## src/rtl/conv_seq_pkg.sv

```systemverilog
package conv_seq_pkg;
  parameter int CH_W   = 4;
  parameter int TSEL_W = 5;
  parameter int WIN_W  = 6;

  typedef struct packed {
    logic [WIN_W-1:0]  win;
    logic [TSEL_W-1:0] trig;
    logic [CH_W-1:0]   chan;
  } slot_cfg_t;

  typedef enum logic [1:0] {ST_IDLE, ST_SAMPLE, ST_CONVERT} seq_state_e;
endpackage

```

## src/rtl/seq_rr_pick.sv

```systemverilog
module seq_rr_pick #(
  parameter int N      = 16,
  parameter int SLOT_W = $clog2(N)
) (
  input  logic [N-1:0]      req,
  input  logic [SLOT_W-1:0] last,
  output logic              vld,
  output logic [SLOT_W-1:0] idx
);
  logic [SLOT_W-1:0] cand;

  always_comb begin
    vld  = 1'b0;
    idx  = '0;
    cand = '0;
    for (int i = 1; i <= N; i++) begin
      cand = SLOT_W'((int'(last) + i) % N);
      if (!vld && req[cand]) begin
        vld = 1'b1;
        idx = cand;
      end
    end
  end
endmodule

```

## src/rtl/seq_irq.sv

```systemverilog
module seq_irq #(
  parameter int SLOT_W = 4,
  parameter int SEL_W  = 5,
  parameter int LIMIT  = 15
) (
  input  logic              clk,
  input  logic              rst_n,
  input  logic              done_evt,
  input  logic [SLOT_W-1:0] done_slot,
  input  logic [SEL_W-1:0]  int_sel,
  input  logic              cont_mode,
  input  logic              early,
  input  logic              flag_clr,
  output logic              int_pulse,
  output logic              int_flag
);
  logic hit, fire, flag_d, flag_q, pulse_a_q, pulse_b_q;

  always_comb begin
    hit    = done_evt && (int_sel < SEL_W'(LIMIT)) && (int_sel == SEL_W'(done_slot));
    fire   = hit && (cont_mode || !flag_q);
    flag_d = hit ? 1'b1 : (flag_clr ? 1'b0 : flag_q);
  end

  always_ff @(posedge clk or negedge rst_n) begin
    if (!rst_n) begin
      flag_q    <= 1'b0;
      pulse_a_q <= 1'b0;
      pulse_b_q <= 1'b0;
    end else begin
      flag_q    <= flag_d;
      pulse_a_q <= fire;
      pulse_b_q <= pulse_a_q;
    end
  end

  assign int_pulse = early ? pulse_a_q : pulse_b_q;
  assign int_flag  = flag_q;
endmodule

```

## src/rtl/conv_sequencer.sv

```systemverilog
module conv_sequencer
  import conv_seq_pkg::*;
#(
  parameter int NUM_SLOTS = 16,
  parameter int RES_W     = 12,
  parameter int DATA_W    = 16,
  parameter int MIN_WIN   = 6
) (
  input  logic                     clk,
  input  logic                     rst_n,
  input  logic                     wr_en,
  input  logic [$clog2(NUM_SLOTS):0] wr_addr,
  input  logic [DATA_W-1:0]        wr_data,
  input  logic [(1<<TSEL_W)-1:0]   ext_trig,
  output logic                     samp_hold,
  output logic                     conv_req,
  output logic [CH_W-1:0]          conv_chan,
  input  logic                     conv_done,
  input  logic [RES_W-1:0]         conv_result,
  input  logic [$clog2(NUM_SLOTS)-1:0] rd_slot,
  output logic [RES_W-1:0]         rd_result,
  output logic                     int_pulse,
  output logic                     int_flag,
  output logic [NUM_SLOTS-1:0]     ovf_flags
);
  localparam int SLOT_W    = $clog2(NUM_SLOTS);
  localparam int ADDR_W    = SLOT_W + 1;
  localparam int CFG_BITS  = $bits(slot_cfg_t);
  localparam int A_MASK    = NUM_SLOTS + 1;
  localparam int A_FORCE   = NUM_SLOTS + 2;
  localparam int A_OVFCLR  = NUM_SLOTS + 3;
  localparam int A_INTCTL  = NUM_SLOTS + 4;
  localparam int A_FLAGCLR = NUM_SLOTS + 5;

  // reset: asynchronous assertion, synchronous release
  logic [1:0] rst_pipe_q;
  logic       srst_n;
  always_ff @(posedge clk or negedge rst_n) begin
    if (!rst_n) rst_pipe_q <= '0;
    else        rst_pipe_q <= {rst_pipe_q[0], 1'b1};
  end
  assign srst_n = rst_pipe_q[1];

  // configuration storage
  slot_cfg_t          cfg_q [NUM_SLOTS];
  slot_cfg_t          cfg_wr;
  logic [NUM_SLOTS-1:0] mask_q;
  logic [ADDR_W-1:0]  int_sel_q;
  logic               cont_q, early_q;

  always_comb begin
    cfg_wr = slot_cfg_t'(wr_data[CFG_BITS-1:0]);
    if (cfg_wr.win < WIN_W'(MIN_WIN)) cfg_wr.win = WIN_W'(MIN_WIN);
  end

  always_ff @(posedge clk or negedge srst_n) begin
    if (!srst_n) begin
      for (int i = 0; i < NUM_SLOTS; i++) cfg_q[i] <= '{win: WIN_W'(MIN_WIN), trig: '0, chan: '0};
      mask_q    <= '0;
      int_sel_q <= '1;
      cont_q    <= 1'b0;
      early_q   <= 1'b0;
    end else if (wr_en) begin
      if (!wr_addr[ADDR_W-1]) cfg_q[wr_addr[SLOT_W-1:0]] <= cfg_wr;
      if (wr_addr == ADDR_W'(A_MASK)) mask_q <= wr_data[NUM_SLOTS-1:0];
      if (wr_addr == ADDR_W'(A_INTCTL)) begin
        int_sel_q <= wr_data[ADDR_W-1:0];
        cont_q    <= wr_data[ADDR_W];
        early_q   <= wr_data[ADDR_W+1];
      end
    end
  end

  // trigger gathering
  logic [NUM_SLOTS-1:0] trig, force_vec, ovf_clr;
  assign force_vec = (wr_en && wr_addr == ADDR_W'(A_FORCE))  ? wr_data[NUM_SLOTS-1:0] : '0;
  assign ovf_clr   = (wr_en && wr_addr == ADDR_W'(A_OVFCLR)) ? wr_data[NUM_SLOTS-1:0] : '0;

  for (genvar g = 0; g < NUM_SLOTS; g++) begin : g_trig
    logic ext_hit;
    assign ext_hit = (cfg_q[g].trig != '0) && ext_trig[cfg_q[g].trig];
    assign trig[g] = (mask_q[g] ? int_pulse : ext_hit) | force_vec[g];
  end

  // pending set and arbitration
  logic [NUM_SLOTS-1:0] pend_q, pend_d, ovf_q, ovf_d, grant;
  logic                 pick_vld;
  logic [SLOT_W-1:0]    pick_idx, last_q, last_d, act_q, act_d;
  seq_state_e           state_q, state_d;
  logic [WIN_W-1:0]     cnt_q, cnt_d;
  logic                 finish;

  seq_rr_pick #(.N(NUM_SLOTS), .SLOT_W(SLOT_W)) u_pick (
    .req(pend_q), .last(last_q), .vld(pick_vld), .idx(pick_idx)
  );

  always_comb begin
    state_d = state_q;
    cnt_d   = cnt_q;
    act_d   = act_q;
    last_d  = last_q;
    grant   = '0;
    finish  = 1'b0;
    case (state_q)
      ST_IDLE: if (pick_vld) begin
        grant[pick_idx] = 1'b1;
        act_d   = pick_idx;
        cnt_d   = '0;
        state_d = ST_SAMPLE;
      end
      ST_SAMPLE: begin
        if (cnt_q == cfg_q[act_q].win) state_d = ST_CONVERT;
        else                           cnt_d   = cnt_q + 1'b1;
      end
      ST_CONVERT: if (conv_done) begin
        finish  = 1'b1;
        last_d  = act_q;
        state_d = ST_IDLE;
      end
      default: state_d = ST_IDLE;
    endcase
    pend_d = (pend_q & ~grant) | trig;
    ovf_d  = (ovf_q & ~ovf_clr) | (trig & pend_q);
  end

  always_ff @(posedge clk or negedge srst_n) begin
    if (!srst_n) begin
      state_q <= ST_IDLE;
      cnt_q   <= '0;
      act_q   <= '0;
      last_q  <= SLOT_W'(NUM_SLOTS - 1);
      pend_q  <= '0;
      ovf_q   <= '0;
    end else begin
      state_q <= state_d;
      cnt_q   <= cnt_d;
      act_q   <= act_d;
      last_q  <= last_d;
      pend_q  <= pend_d;
      ovf_q   <= ovf_d;
    end
  end

  // result staging, then per-slot store
  logic              stg_vld_q;
  logic [SLOT_W-1:0] stg_slot_q;
  logic [RES_W-1:0]  stg_data_q;
  logic [RES_W-1:0]  res_q [NUM_SLOTS];

  always_ff @(posedge clk or negedge srst_n) begin
    if (!srst_n) begin
      stg_vld_q  <= 1'b0;
      stg_slot_q <= '0;
      stg_data_q <= '0;
      for (int i = 0; i < NUM_SLOTS; i++) res_q[i] <= '0;
    end else begin
      stg_vld_q <= finish;
      if (finish) begin
        stg_slot_q <= act_q;
        stg_data_q <= conv_result;
      end
      if (stg_vld_q) res_q[stg_slot_q] <= stg_data_q;
    end
  end

  seq_irq #(.SLOT_W(SLOT_W), .SEL_W(ADDR_W), .LIMIT(NUM_SLOTS - 1)) u_irq (
    .clk(clk), .rst_n(srst_n), .done_evt(finish), .done_slot(act_q),
    .int_sel(int_sel_q), .cont_mode(cont_q), .early(early_q),
    .flag_clr(wr_en && wr_addr == ADDR_W'(A_FLAGCLR) && wr_data[0]),
    .int_pulse(int_pulse), .int_flag(int_flag)
  );

  assign samp_hold = (state_q == ST_SAMPLE);
  assign conv_req  = (state_q == ST_CONVERT);
  assign conv_chan = cfg_q[act_q].chan;
  assign rd_result = res_q[rd_slot];
  assign ovf_flags = ovf_q;
endmodule

```

## config.mk

```make
export PLATFORM = sky130hd
export DESIGN_NAME = conv_sequencer
export DESIGN_NICKNAME = d
export VERILOG_FILES = /design/src/rtl/conv_seq_pkg.sv /design/src/rtl/seq_rr_pick.sv /design/src/rtl/seq_irq.sv /design/src/rtl/conv_sequencer.sv
export SDC_FILE = /design/constraint.sdc
export NUM_CORES = 1
export LEC_CHECK = 0
export ABC_AREA = 1
export BUFFER_PORTS_ARGS = -buffer_cell sky130_fd_sc_hd__buf_4
export CAP_MARGIN = 15
export CELL_PAD_IN_SITES_DETAIL_PLACEMENT = 1
export CELL_PAD_IN_SITES_GLOBAL_PLACEMENT = 2
export CORE_AREA = 4 4 267 335
export CTS_BUF_LIST = sky130_fd_sc_hd__clkbuf_4
export DETAILED_ROUTE_END_ITERATION = 8
export DIE_AREA = 0 0 271 339
export PLACE_DENSITY = 0.85
export SLEW_MARGIN = 20
export SYNTH_ARGS = -nofsm -noshare
export SYNTH_HDL_FRONTEND = slang
export SYNTH_SLANG_ARGS = --single-unit
```

## constraint.sdc

```tcl
create_clock -name clk -period 16.3 [get_ports clk]
set_clock_uncertainty 0.2 [all_clocks]
set_input_delay 0 -clock clk [delete_from_list [all_inputs] [get_ports clk]]
set_output_delay 0 -clock clk [all_outputs]
set_load 0.05 [all_outputs]
```

==> results of run 1 <==
==> state kept, by name (all words and copies together) (netlist names), 4 cells and up <==
signal      count
pend_q         16
cnt_q           6
stg_slot_q      4
ovf_flags      16
cfg_q         240
mask_q         16
stg_data_q     12
res_q         192
int_sel_q       5
last_q          4
act_q           4
==> routing by layer <==
layer / share of wire / up-vias
met5: 0.000071 / -
met4: 0.036 / 2
met3: 0.040 / 252
met2: 0.49 / 641
met1: 0.44 / 14430
li1: - / 13780
==> how the worst max path moves through the flow <==
| stage | start | endpoint | slack (ns) | cells after the start |
|---|---|---|---|---|
| after detailed placement | last_q[1] | pend_q[4] | 11.20 | 23 |
| after CTS | last_q[1] | pend_q[4] | 11.20 | 23 |
| final | last_q[1] | pend_q[4] | 11.18 | 23 |
| after floorplan | rst_pipe_q[1] | act_q[0] | 0.46 | 0 |
| after global routing | last_q[1] | pend_q[1] | 10.72 | 24 |
| after global placement | last_q[1] | pend_q[4] | 11.27 | 23 |
==> cells in the mapped netlist (4+ instances only) <==
master / number
nand3_2: 5
inv_2: 13
ha_1: 9
a221oi_1: 6
inv_1: 272
a32o_1: 4
nand3b_1: 4
xor2_1: 11
a21oi_1: 280
nand2_4: 5
clkinv_1: 10
clkbuf_1: 279
buf_2: 6
nor2_4: 4
o221ai_1: 47
o2111ai_1: 4
o211ai_1: 53
nand2_1: 823
nor2_1: 319
dfrtp_1: 484
o21ai_1: 6
o22ai_1: 15
mux2i_1: 12
buf_1: 5
nor3_1: 11
nand3_1: 143
o311ai_0: 7
o21ai_0: 1003
nand2_2: 7
a221o_1: 5
nand4_1: 20
a31oi_1: 8
dfstp_2: 41
==> critical path, stage by stage, from the launching register on <==
cell and delay (ns):
dfstp_2 0.79, inv_1 0.42, ha_1 0.69, inv_1 0.37, nand3_1 0.23, nand3_1 0.10, nand2_2 0.12, nand2_4 0.07
nand2_4 0.11, nor2_1 0.07, a21oi_1 0.15, nand3_1 0.12, nor2_1 0.11, nand3_1 0.09, nor2_1 0.11, nand3_1 0.08
nor2_1 0.10, nand3_1 0.07, nor2_1 0.19, nand3_2 0.24, nor2_1 0.31, nand3_1 0.12, nand2_1 0.08, nand2_1 0.05
==> power groups by stage <==
stage | clock network, mW | logic [mW] | registers, mW
after detailed placement | 0 | 2.37 | 1.91
after floorplan | 0 | 1.75 | 1.78
final | 1.29 | 2.46 | 1.90
after global routing | 1.41 | 2.76 | 1.94
after global placement | 0 | 2.34 | 1.90
after CTS | 1.33 | 2.46 | 1.89
==> layout make-up <==
cell class	count	area [um^2]
Sequential cell	525	13190
Antenna cell	2	5.005
Timing Repair Buffer	325	2870
Multi-Input combinational cell	2844	13760
Fill cell	10800	52090
Inverter	295	1107
Clock inverter	37	254.0
Clock buffer	227	1704
Tap cell	1168	1461
==> logic make-up (layout without fill, tap and decap cells) <==
group                    after synthesis  count (layout)  share of synthesized area
XOR/XNOR                              16              16                   0.005577
multiplexers                          12              12                   0.004119
adder cells (fa/ha/maj)                9               9                   0.003861
buffers and inverters                590             884                    0.07709
other                                  1               3                  0.0001286
AO/OA/AOI/OAI                       1455            1455                     0.2668
flip-flops                           525             525                     0.4522
AND/OR/NAND/NOR                     1351            1351                     0.1902
==> stage by stage <==
stage | hold WS, ns | setup WS [ns] | instance area (um^2)
6_report | 0.1543 | 11.18 | 34350
5_1_grt | 0.1400 | 10.72 | 34350
4_1_cts | 0.003410 | 11.20 | 34330
3_5_place_dp | -0.4161 | 11.20 | 30700
3_3_place_gp | -0.4163 | 11.27 | 30700
2_1_floorplan | -0.4956 | 0.4552 | 29160
==> metrics.md, run 1 <==
| Metric | Value |
|---|---|
| Outcome | `complete, no violations` |
| GR peak layer | `met2` |
| Commonest non-fill, non-tap cell in the layout | `o21ai_0` |
| Switching part of the total | `0.4628` |
| Die W | `~270 um` |
| Async SR Flop Fraction | `1.000` |
| Post-synth top area share | `0.4153` |
| R2R depth | `23` |
| WP data arrival | `5.78 ns` |
| Share of cells above drive strength 1 | `0.1190` |
| Total detailed-routing wirelength | `112.6 mm` |
| Lkg Pwr | `~15 nW` |
| Setup TNS | `0 ns` |
| Sequential element share of the synthesized area | `0.4522` |
| Crit Path Category | `flip-flop to flip-flop` |
| CTS Buffer Depth | `3` |
| Detailed-route via count | `29110` |
| Die Ht | `339 um` |
| Synth warn | `0` |
| CP Data Required Time | `16.96 ns` |
| R2r endpoint | `pend_q[4]` |
| Top FF cell, synth | `dfrtp_1` |
| Largest net degree at the start of global routing | `around 160` |
| TritonCTS Buffers | `roughly 150` |
| Total track usage | `0.2420` |
| Post-CTS sizing | `0` |
| Fin. max-slew vios | `0` |
| Hold path cells | `8` |
| Min-Delay Path Class | `input pin to flip-flop` |
| Cts hold-fix bufs | `167` |
| Power Internal | `between 3 and 4 mW` |
| Hold Path End | `cfg_q[56]` |
| Final ANT Viol Nets | `0` |
| Setup Fix Bufs, Post-CTS | `0` |
| Synth area leader | `dfrtp_1` |
| Met1 Use GR | `0.3048` |
| CTS tree | `built` |
| Yosys cell types | `52` |
| Final core utilization | `0.3974` |
| Synth top area cells | `dfrtp_1, o21ai_0, nand2_1` |
| First-pass DRT Iterations | `5` |
| Final hold viol count | `0` |
| Part of the power in registers | `0.336` |
| EDFF count, synth | `0` |
| RSZ-0062 raised after global routing | `false` |
| Clock power frac | `0.228` |
| Met2 Resource Use GR | `0.4177` |
| Most frequent cells in the layout | `o21ai_0, nand2_1, dfrtp_1, nor2_1, a21oi_1` |
| Post-route insts no fill | `between 5000 and 6000` |
| Core ar. | `about 0.086 mm^2` |
| Register-to-Register Setup Slack | `11.18 ns` |
| IO Port Bufs | `108` |
| MaxCap Viol Count | `0` |
| Synthesized area per cell | `7.367 um^2` |
| P_sw | `around 2.6 mW` |
| Post-synthesis register bit count | `roughly 530` |
| Overflow after GRT | `0` |
| Worst-Skew Late Latency | `1.01 ns` |
| H-tree levels | `4` |
| DR WL/cell | `20.76 um` |
| VDD IR max | `~0.000094 V` |
| Combinational power share | `0.436` |
| DIE AREA | `0.09187 mm^2` |
| F_max | `195.3 MHz` |
| Worst slew pin tran | `1.045 ns` |
| Post-Syn Area | `0.02916 mm^2` |
| Initial Utilization | `0.3374` |
| First-pass GRT wire length | `roughly 180 mm` |
| Reg clk slew, reported paths | `approximately 0.060 ns` |
| CTS root buffer | `clkbuf_4` |
| Routed vias/inst | `5.367` |
| Clk sinks | `525` |
| Critical path endpoint category | `flip-flop` |
| Num rows | `121` |
| Fin crit share | `0.3141` |
| Tmin final | `slightly above 5 ns` |
| DR iter-0 viols | `1932` |
| Post-DP HPWL | `69.03 mm` |
| Syn Inst Count | `between 3000 and 4000` |
| DRC Markers | `0` |
| Reg-to-reg startpoint | `last_q[1]` |
| Final setup fails | `0` |
| RePlAce Congestion | `0.8785` |
| Max-slew headroom | `0.3024` |
| Fin nets | `4221` |
| Vias in the first global route | `30100` |
| PD cells | `roughly 160 mW/mm^2` |
| Tot Pwr | `5.648 mW` |
| Hold wc startpoint | `wr_addr[3]` |
| Initial antenna violation count | `2` |
| Dpl cells | `about 5000` |
| Met3 Track Usage GR | `0.03639` |
| Startpoint types | `flip-flop` |
| Critical Path Fanout Max | `17` |
| Net count after synthesis | `between 4000 and 5000` |
| I/O pins | `109` |
| Area growth syn-to-layout | `17.79%` |
(Power assumes the default switching activity.)
==> run 2: changes to the inputs <==
Settings changed: CORE_AREA 4 4 267 335 to 4 4 264 330, DIE_AREA 0 0 271 339 to 0 0 268 334, PLACE_DENSITY 0.85 to 0.83.
Clock period 16.3 ns to 4.8 ns, I/O delays scaled along.
==> metrics.md, run 2 (same netlist as run 1, synthesis figures left out) <==
| Metric | Value |
|---|---|
| Met3 Track Usage GR | `0.04459 (+0.008205)` |
| CTS tree | `built` |
| H-tree levels | `4 (unchanged)` |
| Met1 Use GR | `0.3119 (+0.007069)` |
| Register-to-Register Setup Slack | `0.41 ns (-10.77 ns)` |
| Worst-Skew Late Latency | `1.03 ns (+0.02 ns)` |
| Lkg Pwr | `15.31 nW (-0.14%)` |
| TritonCTS Buffers | `147 (-0.68%)` |
| I/O pins | `109 (unchanged)` |
| Setup ws final | `0.4050 ns (-10.77 ns)` |
| Worst slew pin tran | `1.094 ns (+0.04855 ns)` |
| Max reg flops | `240 (unchanged)` |
| Min-Delay Path Class | `input pin to flip-flop` |
| Final hold viol count | `0 (unchanged)` |
| Startpoint types | `flip-flop` |
| Die W | `268 um (-1.1%)` |
| Setup TNS | `0 ns (unchanged)` |
| Place WS | `0.5503 ns (-10.65 ns)` |
| Vias in the first global route | `29910 (-0.62%)` |
| Routed vias/inst | `5.418 (+0.95%)` |
| Die Ht | `334 um (-1.5%)` |
| Final ANT Viol Nets | `0 (unchanged)` |
| Critical Path Fanout Max | `25 (+8)` |
| CTS root buffer | `clkbuf_4` |
| Fin. max-slew vios | `0 (unchanged)` |
| Share of cells above drive strength 1 | `0.1216 (+0.002660)` |
| Tmin final | `4.395 ns (-0.7254 ns)` |
| MaxCap Viol Count | `0 (unchanged)` |
| Most frequent cells in the layout | `o21ai_0, nand2_1, dfrtp_1, nor2_1, a21oi_1` |
| VDD IR max | `0.0003117 V (+230%)` |
| RSZ-0062 raised after global routing | `false` |
| Largest net degree at the start of global routing | `134 (-14%)` |
| Fin nets | `4204 (-0.40%)` |
| DIE AREA | `0.08951 mm^2 (-2.6%)` |
| Setup Fix Bufs, Post-CTS | `0 (unchanged)` |
| R2R depth | `12 (-48%)` |
| Reg with most FFs | `cfg_q` |
| CTS Buffer Depth | `3 (unchanged)` |
| F_max | `227.5 MHz (+17%)` |
| Final core utilization | `0.4061 (+0.008714)` |
| Area growth syn-to-layout | `16.93%` |
| RePlAce Congestion | `0.8928 (+1.6%)` |
| Crit Path Category | `flip-flop to flip-flop` |
| Biggest regs | `cfg_q: 240 flops, res_q: 192 flops` |
| Max-slew headroom | `0.2615 (-0.04085)` |
| Reg clk slew, reported paths | `0.07 ns (about the same)` |
| Initial antenna violation count | `4 (+2)` |
| IO Port Bufs | `108 (unchanged)` |
| First-pass DRT Iterations | `5 (unchanged)` |
| Num rows | `119 (-1.7%)` |
| Hold path cells | `9 (+1)` |
| Clk sinks | `525 (unchanged)` |
| Final setup fails | `0 (unchanged)` |
| DR WL/cell | `21.37 um (+2.9%)` |
| Total track usage | `0.2532 (+0.01128)` |
| Detailed-route via count | `28880 (-0.78%)` |
| Core ar. | `0.08398 mm^2 (-2.9%)` |
| Fin crit share | `0.9156 (+0.6015)` |
| CP Data Required Time | `5.46 ns (-11.50 ns)` |
| Outcome | `complete, no violations` |
| Total detailed-routing wirelength | `113.9 mm (+1.2%)` |
| Critical path endpoint category | `flip-flop` |
| Met2 Resource Use GR | `0.4424 (+0.02465)` |
| Initial Utilization | `0.3473 (+0.009928)` |
| DRC Markers | `0 (unchanged)` |
| Post-DP HPWL | `71.66 mm (+3.8%)` |
| PD cells | `562.9 mW/mm^2 (+240%)` |
| First-pass GRT wire length | `177.0 mm (+0.65%)` |
| GR peak layer | `met2` |
| Overflow after GRT | `0 (unchanged)` |
| Commonest non-fill, non-tap cell in the layout | `o21ai_0` |
| WP data arrival | `5.05 ns (-0.73 ns)` |
| DR iter-0 viols | `2100 (+8.7%)` |
-- run 2: critical path: stages (launching register included) --
cell and delay [ns]:
dfrtp_1 0.78, clkinv_1 0.47, nor2_1 0.18, o21ai_0 0.11, o21ai_0 0.15, a31oi_1 0.06, a2111oi_1 0.29, dlygate4sd3_1 0.63
buf_4 0.14, nor2_1 0.04, a221oi_1 0.40, dlygate4sd3_1 0.69, nand2_1 0.07
-- run 2: worst paths after layout --
kind,start,end
worst max-delay path,cfg_q[184],pend_q[3]
worst min-delay path,ext_trig[27],pend_q[8]
worst max register to register,cfg_q[184],pend_q[3]
worst min register to register,rst_pipe_q[1],cfg_q[63]
max in group asynchronous,rst_pipe_q[1],cfg_q[49]
min in group asynchronous,rst_pipe_q[1],cfg_q[63]
-- run 2: per-layer routing --
| layer | up-vias | routed length, um |
|---|---|---|
| li1 | 13760 | - |
| met1 | 14190 | 48260 |
| met2 | 684 | 56020 |
| met3 | 246 | 5355 |
| met4 | 0 | 4252 |
| met5 | - | 0 |
-- run 2: power by group --
part	total [mW]	switching, mW	internal, mW
sequential	6.40	1.02	5.38
clock	4.34	2.03	2.31
combinational	8.46	5.84	2.62
total	19.2	8.89	10.3
-- run 2: per-stage QoR --
| step | cells | cell area (um^2) | power (mW) | hold WS, ns |
|---|---|---|---|---|
| 5_1_grt | 5327 | 34100 | 20.76 | 0.07389 |
| 2_1_floorplan | 3959 | 29170 | 11.96 | -0.4956 |
| 3_3_place_gp | 4926 | 30780 | 14.55 | -0.4171 |
| 3_5_place_dp | 4926 | 30780 | 14.71 | -0.4159 |
| 6_report | 5330 | 34100 | 19.20 | 0.07730 |
| 4_1_cts | 5323 | 34070 | 19.36 | 0.005244 |
-- run 2: area by class of cell --
cell class                      count  area, um^2
Fill cell                       10510       49870
Multi-Input combinational cell   2844       13750
Sequential cell                   525       13200
Timing Repair Buffer              309        2735
Clock buffer                      226        1697
Tap cell                         1089        1363
Inverter                          295        1107
Clock inverter                     35       239.0
Antenna cell                        7       17.52
-- run 2: repair_timing --
item	in CTS	in global routing
hold buffers	136	0
hold endpoints to repair	321	0
setup endpoints to repair	0	1
gates resized for setup	0	1
